[src/rtl/sertx_pkg.sv]
// Shared definitions for the serial transmitter.
// Assumes a control byte whose field positions are fixed by the line-control
// layout below, and a character width of eight bits.
package sertx_pkg;
    localparam int DATA_W   = 8;
    localparam int IDX_W    = $clog2(DATA_W);
    localparam int MIN_BITS = 5;
    localparam int CFG_W    = 6;   // framing field bits [5:0] of the control byte

    localparam int WL_LSB    = 0;
    localparam int STOP_BIT  = 2;
    localparam int PEN_BIT   = 3;
    localparam int EVEN_BIT  = 4;
    localparam int FORCE_BIT = 5;
    localparam int BRK_BIT   = 6;

    typedef enum logic [2:0] {
        ST_IDLE,
        ST_START,
        ST_DATA,
        ST_PAR,
        ST_STOP,
        ST_STOP2
    } tx_state_t;

    typedef struct packed {
        logic [IDX_W-1:0] last_idx;
        logic             par_en;
        logic             par_bit;
        logic             two_stop;
        logic             half_stop;
    } frame_cfg_t;
endpackage

[src/rtl/sertx_ctl_decode.sv]
// Combinational decode of the framing field and the offered data byte.
// Produces the index of the last data bit, the parity bit value and the stop
// shape, plus the data byte with bits above the word length cleared.
// Assumes the caller registers the outputs when a character is accepted.
module sertx_ctl_decode
    import sertx_pkg::*;
(
    input  logic [CFG_W-1:0]  ctl,
    input  logic [DATA_W-1:0] data,
    output frame_cfg_t        cfg,
    output logic [DATA_W-1:0] data_m
);
    logic [1:0]       wl;
    logic [IDX_W-1:0] last;
    logic             xor_all;

    assign wl   = ctl[WL_LSB +: 2];
    assign last = IDX_W'(MIN_BITS - 1) + IDX_W'(wl);

    // Mask each data bit that lies beyond the selected word length.
    for (genvar i = 0; i < DATA_W; i++) begin : g_mask
        assign data_m[i] = data[i] & (IDX_W'(i) <= last);
    end

    assign xor_all = ^data_m;

    // Assemble the frame settings from the control field.
    always_comb begin
        cfg.last_idx  = last;
        cfg.par_en    = ctl[PEN_BIT];
        if (ctl[FORCE_BIT])
            cfg.par_bit = ~ctl[EVEN_BIT];
        else if (ctl[EVEN_BIT])
            cfg.par_bit = xor_all;
        else
            cfg.par_bit = ~xor_all;
        cfg.two_stop  = ctl[STOP_BIT];
        cfg.half_stop = ctl[STOP_BIT] && (wl == 2'd0);
    end
endmodule

[src/rtl/sertx_seg_timer.sv]
// Counts baud ticks within one line segment (one bit or half a bit).
// seg_done pulses on the tick that completes the segment. The count restarts
// at zero whenever the block is idle or a segment completes.
// Assumes tick is a single-cycle pulse.
module sertx_seg_timer #(
    parameter int OVERSAMPLE = 16
) (
    input  logic clk,
    input  logic rst_n,
    input  logic run,
    input  logic tick,
    input  logic half,
    output logic seg_done
);
    localparam int CNT_W = $clog2(OVERSAMPLE);
    localparam logic [CNT_W-1:0] FULL_LAST = CNT_W'(OVERSAMPLE - 1);
    localparam logic [CNT_W-1:0] HALF_LAST = CNT_W'(OVERSAMPLE / 2 - 1);

    logic [CNT_W-1:0] cnt;

    assign seg_done = run && tick && (cnt == (half ? HALF_LAST : FULL_LAST));

    // Advance the tick count inside the current segment.
    always_ff @(posedge clk) begin
        if (!rst_n)
            cnt <= '0;
        else if (!run || seg_done)
            cnt <= '0;
        else if (tick)
            cnt <= cnt + 1'b1;
    end
endmodule

[src/rtl/sertx_shifter.sv]
// Holds the character in flight and presents its next data bit.
// Loads the masked byte on accept and shifts right once per finished data
// bit. It flags when the current bit is the last one of the word.
// Assumes shift is asserted only during the data phase.
module sertx_shifter
    import sertx_pkg::*;
(
    input  logic              clk,
    input  logic              rst_n,
    input  logic              load,
    input  logic [DATA_W-1:0] load_data,
    input  logic              shift,
    input  logic [IDX_W-1:0]  last_idx,
    output logic              cur_bit,
    output logic              at_last
);
    logic [DATA_W-1:0] sh;
    logic [IDX_W-1:0]  idx;

    assign cur_bit = sh[0];
    assign at_last = (idx == last_idx);

    // Load the character or move on to its next bit.
    always_ff @(posedge clk) begin
        if (!rst_n) begin
            sh  <= '0;
            idx <= '0;
        end else if (load) begin
            sh  <= load_data;
            idx <= '0;
        end else if (shift) begin
            sh  <= {1'b0, sh[DATA_W-1:1]};
            idx <= idx + 1'b1;
        end
    end
endmodule

[src/rtl/sertx_fsm.sv]
// Frame sequencer: idle, start, data, optional parity, one or two stop
// segments. Moves on only when the segment timer reports completion.
// Assumes the captured settings stay stable for the whole frame.
module sertx_fsm
    import sertx_pkg::*;
(
    input  logic      clk,
    input  logic      rst_n,
    input  logic      start,
    input  logic      seg_done,
    input  logic      at_last,
    input  logic      par_en,
    input  logic      two_stop,
    output tx_state_t state,
    output logic      shift
);
    tx_state_t nxt;

    assign shift = seg_done && (state == ST_DATA) && !at_last;

    // Choose the next frame phase.
    always_comb begin
        nxt = state;
        case (state)
            ST_IDLE:  if (start) nxt = ST_START;
            ST_START: if (seg_done) nxt = ST_DATA;
            ST_DATA:  if (seg_done && at_last) nxt = par_en ? ST_PAR : ST_STOP;
            ST_PAR:   if (seg_done) nxt = ST_STOP;
            ST_STOP:  if (seg_done) nxt = two_stop ? ST_STOP2 : ST_IDLE;
            ST_STOP2: if (seg_done) nxt = ST_IDLE;
            default:  nxt = ST_IDLE;
        endcase
    end

    // Register the frame phase.
    always_ff @(posedge clk) begin
        if (!rst_n)
            state <= ST_IDLE;
        else
            state <= nxt;
    end
endmodule

[src/rtl/serial_tx_frame.sv]
// Asynchronous serial transmitter with programmable framing.
// Accepts a character when idle, captures its framing settings, and drives
// txd from the frame phase. The break bit overrides the line at once.
// Assumes tick16 is a one-cycle pulse at OVERSAMPLE times the bit rate.
module serial_tx_frame
    import sertx_pkg::*;
#(
    parameter int OVERSAMPLE = 16
) (
    input  logic              clk,
    input  logic              rst_n,
    input  logic [7:0]        line_ctl,
    input  logic              tick16,
    input  logic [DATA_W-1:0] data_in,
    input  logic              data_valid,
    output logic              data_ready,
    output logic              txd,
    output logic              busy
);
    frame_cfg_t        cfg_d, cfg_q;
    logic [DATA_W-1:0] data_m;
    tx_state_t         state;
    logic              accept, seg_done, shift, shift_any;
    logic              cur_bit, at_last, frame_bit, half_seg;
    logic              ctl_unused;

    assign ctl_unused = line_ctl[7];

    assign data_ready = (state == ST_IDLE);
    assign busy       = !data_ready;
    assign accept     = data_valid && data_ready;
    assign half_seg   = (state == ST_STOP2) && cfg_q.half_stop;
    assign shift_any  = shift;

    sertx_ctl_decode u_dec (
        .ctl    (line_ctl[CFG_W-1:0]),
        .data   (data_in),
        .cfg    (cfg_d),
        .data_m (data_m)
    );

    // Capture the framing settings of the accepted character.
    always_ff @(posedge clk) begin
        if (!rst_n)
            cfg_q <= '0;
        else if (accept)
            cfg_q <= cfg_d;
    end

    sertx_seg_timer #(.OVERSAMPLE(OVERSAMPLE)) u_tmr (
        .clk      (clk),
        .rst_n    (rst_n),
        .run      (busy),
        .tick     (tick16),
        .half     (half_seg),
        .seg_done (seg_done)
    );

    sertx_shifter u_shf (
        .clk       (clk),
        .rst_n     (rst_n),
        .load      (accept),
        .load_data (data_m),
        .shift     (shift_any),
        .last_idx  (cfg_q.last_idx),
        .cur_bit   (cur_bit),
        .at_last   (at_last)
    );

    sertx_fsm u_fsm (
        .clk      (clk),
        .rst_n    (rst_n),
        .start    (accept),
        .seg_done (seg_done),
        .at_last  (at_last),
        .par_en   (cfg_q.par_en),
        .two_stop (cfg_q.two_stop),
        .state    (state),
        .shift    (shift)
    );

    // Select the line level for the current frame phase.
    always_comb begin
        case (state)
            ST_START: frame_bit = 1'b0;
            ST_DATA:  frame_bit = cur_bit;
            ST_PAR:   frame_bit = cfg_q.par_bit;
            default:  frame_bit = 1'b1;
        endcase
    end

    assign txd = line_ctl[BRK_BIT] ? 1'b0 : frame_bit;
endmodule

[config.mk]
export PLATFORM = sky130hd
export DESIGN_NAME = serial_tx_frame
export DESIGN_NICKNAME = d
export VERILOG_FILES = /design/src/rtl/sertx_pkg.sv /design/src/rtl/sertx_ctl_decode.sv /design/src/rtl/sertx_seg_timer.sv /design/src/rtl/sertx_shifter.sv /design/src/rtl/sertx_fsm.sv /design/src/rtl/serial_tx_frame.sv
export SDC_FILE = /design/constraint.sdc
export NUM_CORES = 1
export LEC_CHECK = 0
export ABC_AREA = 1
export BUFFER_PORTS_ARGS = -buffer_cell sky130_fd_sc_hd__buf_2
export CORE_MARGIN = 4
export CORE_UTILIZATION = 25
export DETAILED_ROUTE_END_ITERATION = 8
export SETUP_SLACK_MARGIN = 0.1
export SLEW_MARGIN = 20
export SYNTH_ARGS = -nofsm -noshare
export SYNTH_HDL_FRONTEND = slang
export SYNTH_HIERARCHICAL = 1
export SYNTH_SLANG_ARGS = --single-unit
[constraint.sdc]
create_clock -name clk -period 3.2 [get_ports clk]
set_input_delay 0.16 -clock clk [delete_from_list [all_inputs] [get_ports clk]]
set_output_delay 0.16 -clock clk [all_outputs]
set_load 0.005 [all_outputs]
==> impl_metrics.csv <==
group,metric,value,unit
outcome,status,"complete, no violations",
worst_setup_path,cp_cell_sequence,"inv_1 -> nor4_1 -> nand2_1 -> nand2_1 -> nand2_1 -> inv_1 -> inv_1 -> nor3_1 -> buf_4 -> nor2_4 -> nand2_1 -> nand3_1 -> nand2_1 -> inv_1",
worst_setup_path,crit_arrival,2.39,ns
layout,synthToLayoutAreaGrowth,9.94,%
floorplan,rows,30,
timing,tns,0,ns
global_route,top_usage_layer,"met2",
routing,drt_iter0_markers,70,
layout,antenna_cells,0,
timing,rsz0062_at_grt,"false",
worst_hold_path,hold_end,"u_tmr/cnt[1]",
worst_setup_path,cp-start-kind,"flip-flop",
routing,wl,3.47,mm
clock_network,cts_sinks,25,
synth,yosysSeqAreaShare,28.4,%
worst_setup_path,end_kind,"flip-flop",
clock_network,clkSlewWorstSetupHoldPaths,0.09,ns
global_route,grt_pass1_wl,6.20,mm
clock_network,cts_resized,0,
power_and_ir_drop,power_switching,0.000467,W
global_route,grt_usage,8.67,%
power_and_ir_drop,pwr-share-seq,39.2,%
placement,port_buffers,21,
worst_setup_path,startpoint,"u_fsm/state[0]",
global_route,grtUsageMet3,1.48,%
synth,mappedNetlistArea,1760,um^2
run,drv_cap,0,
synth,yosys_warnings,6,
clock_network,numCtsBuffers,3,
floorplan,initial_core_util,25.8,%
clock_network,cts_tree,"yes",
global_route,grt_use_met1,10.9,%
synth,syn_area_per_cell,6.16,um^2
placement,place_congestion,0.779,
timing,min_period,2.21,ns
clock_network,cts.repair_timing.setup_buffer_count,0,
worst_setup_path,cp.required,3.37,ns
placement,placement.cell_area,1890,um^2
worst_hold_path,hp-class,"input pin to flip-flop",
global_route,antenna_found_initial,0,
timing,fmax,452,MHz
worst_setup_path,crit_top_cell,"nand2_1",
routing,wl_per_cell,8.79,um
worst_setup_path,worst_path_max_delay_cell,"dfxtp_1",
worst_setup_path,r2r-start,"u_fsm/state[0]",
power_and_ir_drop,p_int,0.000639,W
floorplan,die_w,91.9,um
power_and_ir_drop,p_clk_share,17.4,%
synth,synth_edf_count,0,
routing,viasPerCell,4.00,
routing,num_vias,1581,
worst_setup_path,reg2reg_to,"u_shf/sh[6]",
worst_setup_path,crit_type,"flip-flop to flip-flop",
worst_hold_path,whs_path_depth,3,
power_and_ir_drop,vdd_ir_drop_max,0.000150,V
timing,slew_violations,0,
worst_setup_path,r2r_slack,0.99,ns
layout,final_nets,322,
timing,hold_viol,0,
worst_hold_path,min-delay-start,"tick16",
timing,hold_ws,0.211,ns
routing,antenna_left,0,
layout,fin_area,1940,um^2
global_route,grtUsageMet2,14.8,%
clock_network,clockBufferDepth,2,
synth,synthCells,286,
timing,skew,0.00694,ns
floorplan,core,6830,um^2
timing,finalCritPeriodShare,69.2,%
synth,synth_nets,308,
synth,synth_ff_type,"dfxtp_1",
synth,async_reset_ff_share,0,%
floorplan,io-pin-count,23,
global_route,grt_pass1_vias,1451,
timing,finalSetupViolations,0,
clock_network,root_buffer,"clkbuf_8",
worst_setup_path,reg2reg_depth,14,
global_route,overflow,0,
power_and_ir_drop,pwr-share-comb,43.4,%
power_and_ir_drop,power_leakage,1.02,nW
worst_setup_path,cp_max_fo,13,
clock_network,worst_skew_pair.late_latency,0.27,ns
clock_network,ctsHtreeMaxLevel,1,
layout,layout_common_cells,"90 x nand2_1, 49 x inv_1, 30 x nor2_1",
routing,drc,0,
routing,firstDrtPassIters,4,
floorplan,die_height,91.9,um
floorplan,die_area,8450,um^2
clock_network,cts_hold_buf,0,
layout,layout-drive-gt1-share,15.1,%
power_and_ir_drop,swShare,42.2,%
power_and_ir_drop,power.density,571,nW/um^2
global_route,grt_max_degree,18,
layout,final_common_cell,"nand2_1",
synth,yosys_register_bits,25,
synth,synth_cell_types,31,
worst_setup_path,slowest_delay,0.63,ns
placement,dpl.hpwl,2.69,mm
## how the worst max path moves through the flow
stage / endpoint / slack [ns] / cells past startpoint
6_report: u_shf/sh[6] / 0.99 / 14
5_1_grt: u_shf/sh[4] / 0.77 / 14
4_1_cts: u_shf/sh[6] / 0.97 / 14
3_5_place_dp: u_shf/sh[6] / 1.01 / 14
3_3_place_gp: u_shf/sh[0] / 1.01 / 14
2_1_floorplan: u_shf/sh[2] / 1.05 / 13
## stage by stage
step | power [W] | worst slack, ns | utilization [%] | std cells
5_1_grt | 0.00122 | 0.769 | 28.4 | 395
3_3_place_gp | 0.000915 | 1.01 | 27.7 | 391
4_1_cts | 0.00112 | 0.973 | 28.4 | 395
2_1_floorplan | 0.000823 | 1.05 | - | 286
3_5_place_dp | 0.000923 | 1.01 | 27.7 | 391
6_report | 0.00111 | 0.986 | 28.4 | 395
## metal layers
metal / part of all wire [%] / up-vias
met2: 45 / 18
li1: - / 888
met3: 2.4 / 2
met5: 0 / -
met4: 1.1 / 0
met1: 52 / 673
## sequential cells by signal, indices dropped and copies added (netlist names)
register     count
u_shf/sh         8
cfg_q            7
u_tmr/cnt        4
u_fsm/state      3
u_shf/idx        3
## Yosys cell counts, types with 2 or more instances
cell type	instances	area (um^2)
nand2_1	90	338
inv_1	49	184
nor2_1	30	113
dfxtp_1	25	500
nand3_1	22	110
buf_4	10	75.1
a21oi_1	8	40.0
nand4_1	7	43.8
nand2_2	6	37.5
xnor2_1	6	52.6
xor2_1	4	35.0
inv_2	3	11.3
nand3_2	3	30.0
buf_6	2	22.5
clkinv_2	2	10.0
ha_1	2	25.0
nor2_2	2	12.5
nor3_1	2	10.0
## worst max-delay path, delay by kind of cell (launching register included)
kind / cells / cell delay [ns]
buffers and inverters: 5 / 0.53
and+or+nand+nor: 9 / 0.94
DFF: 1 / 0.63
## power by group through the flow
stage / sequential (W) / combinational (W) / clock [W]
after floorplan: 0.000426 / 0.000396 / 0
after global placement: 0.000438 / 0.000477 / 0
after detailed placement: 0.000440 / 0.000483 / 0
after CTS: 0.000433 / 0.000486 / 0.000202
after global routing: 0.000441 / 0.000570 / 0.000210
final: 0.000433 / 0.000480 / 0.000193
## final cells by class
| class | count | area (um^2) |
|---|---|---|
| tap | 96 | 120 |
| timing repair buffer | 22 | 113 |
| sequential | 25 | 500 |
| multi-input combinational | 193 | 950 |
| inverter | 55 | 209 |
| clock buffer | 4 | 45.0 |
| fill | 808 | 4890 |
## cells by family after synthesis
family	count (synthesis)	synth area share (%)
and+or+nand+nor	168	43.4
AOI/OAI and AO/OA	11	3.34
other	1	0.213
DFF	25	28.4
xor gates and xnor gates	10	4.97
adders and majority gates	2	1.42
buffers and inverters	68	17.7
muxes	1	0.568
No activity file was read; power rests on OpenSTA's default activity.
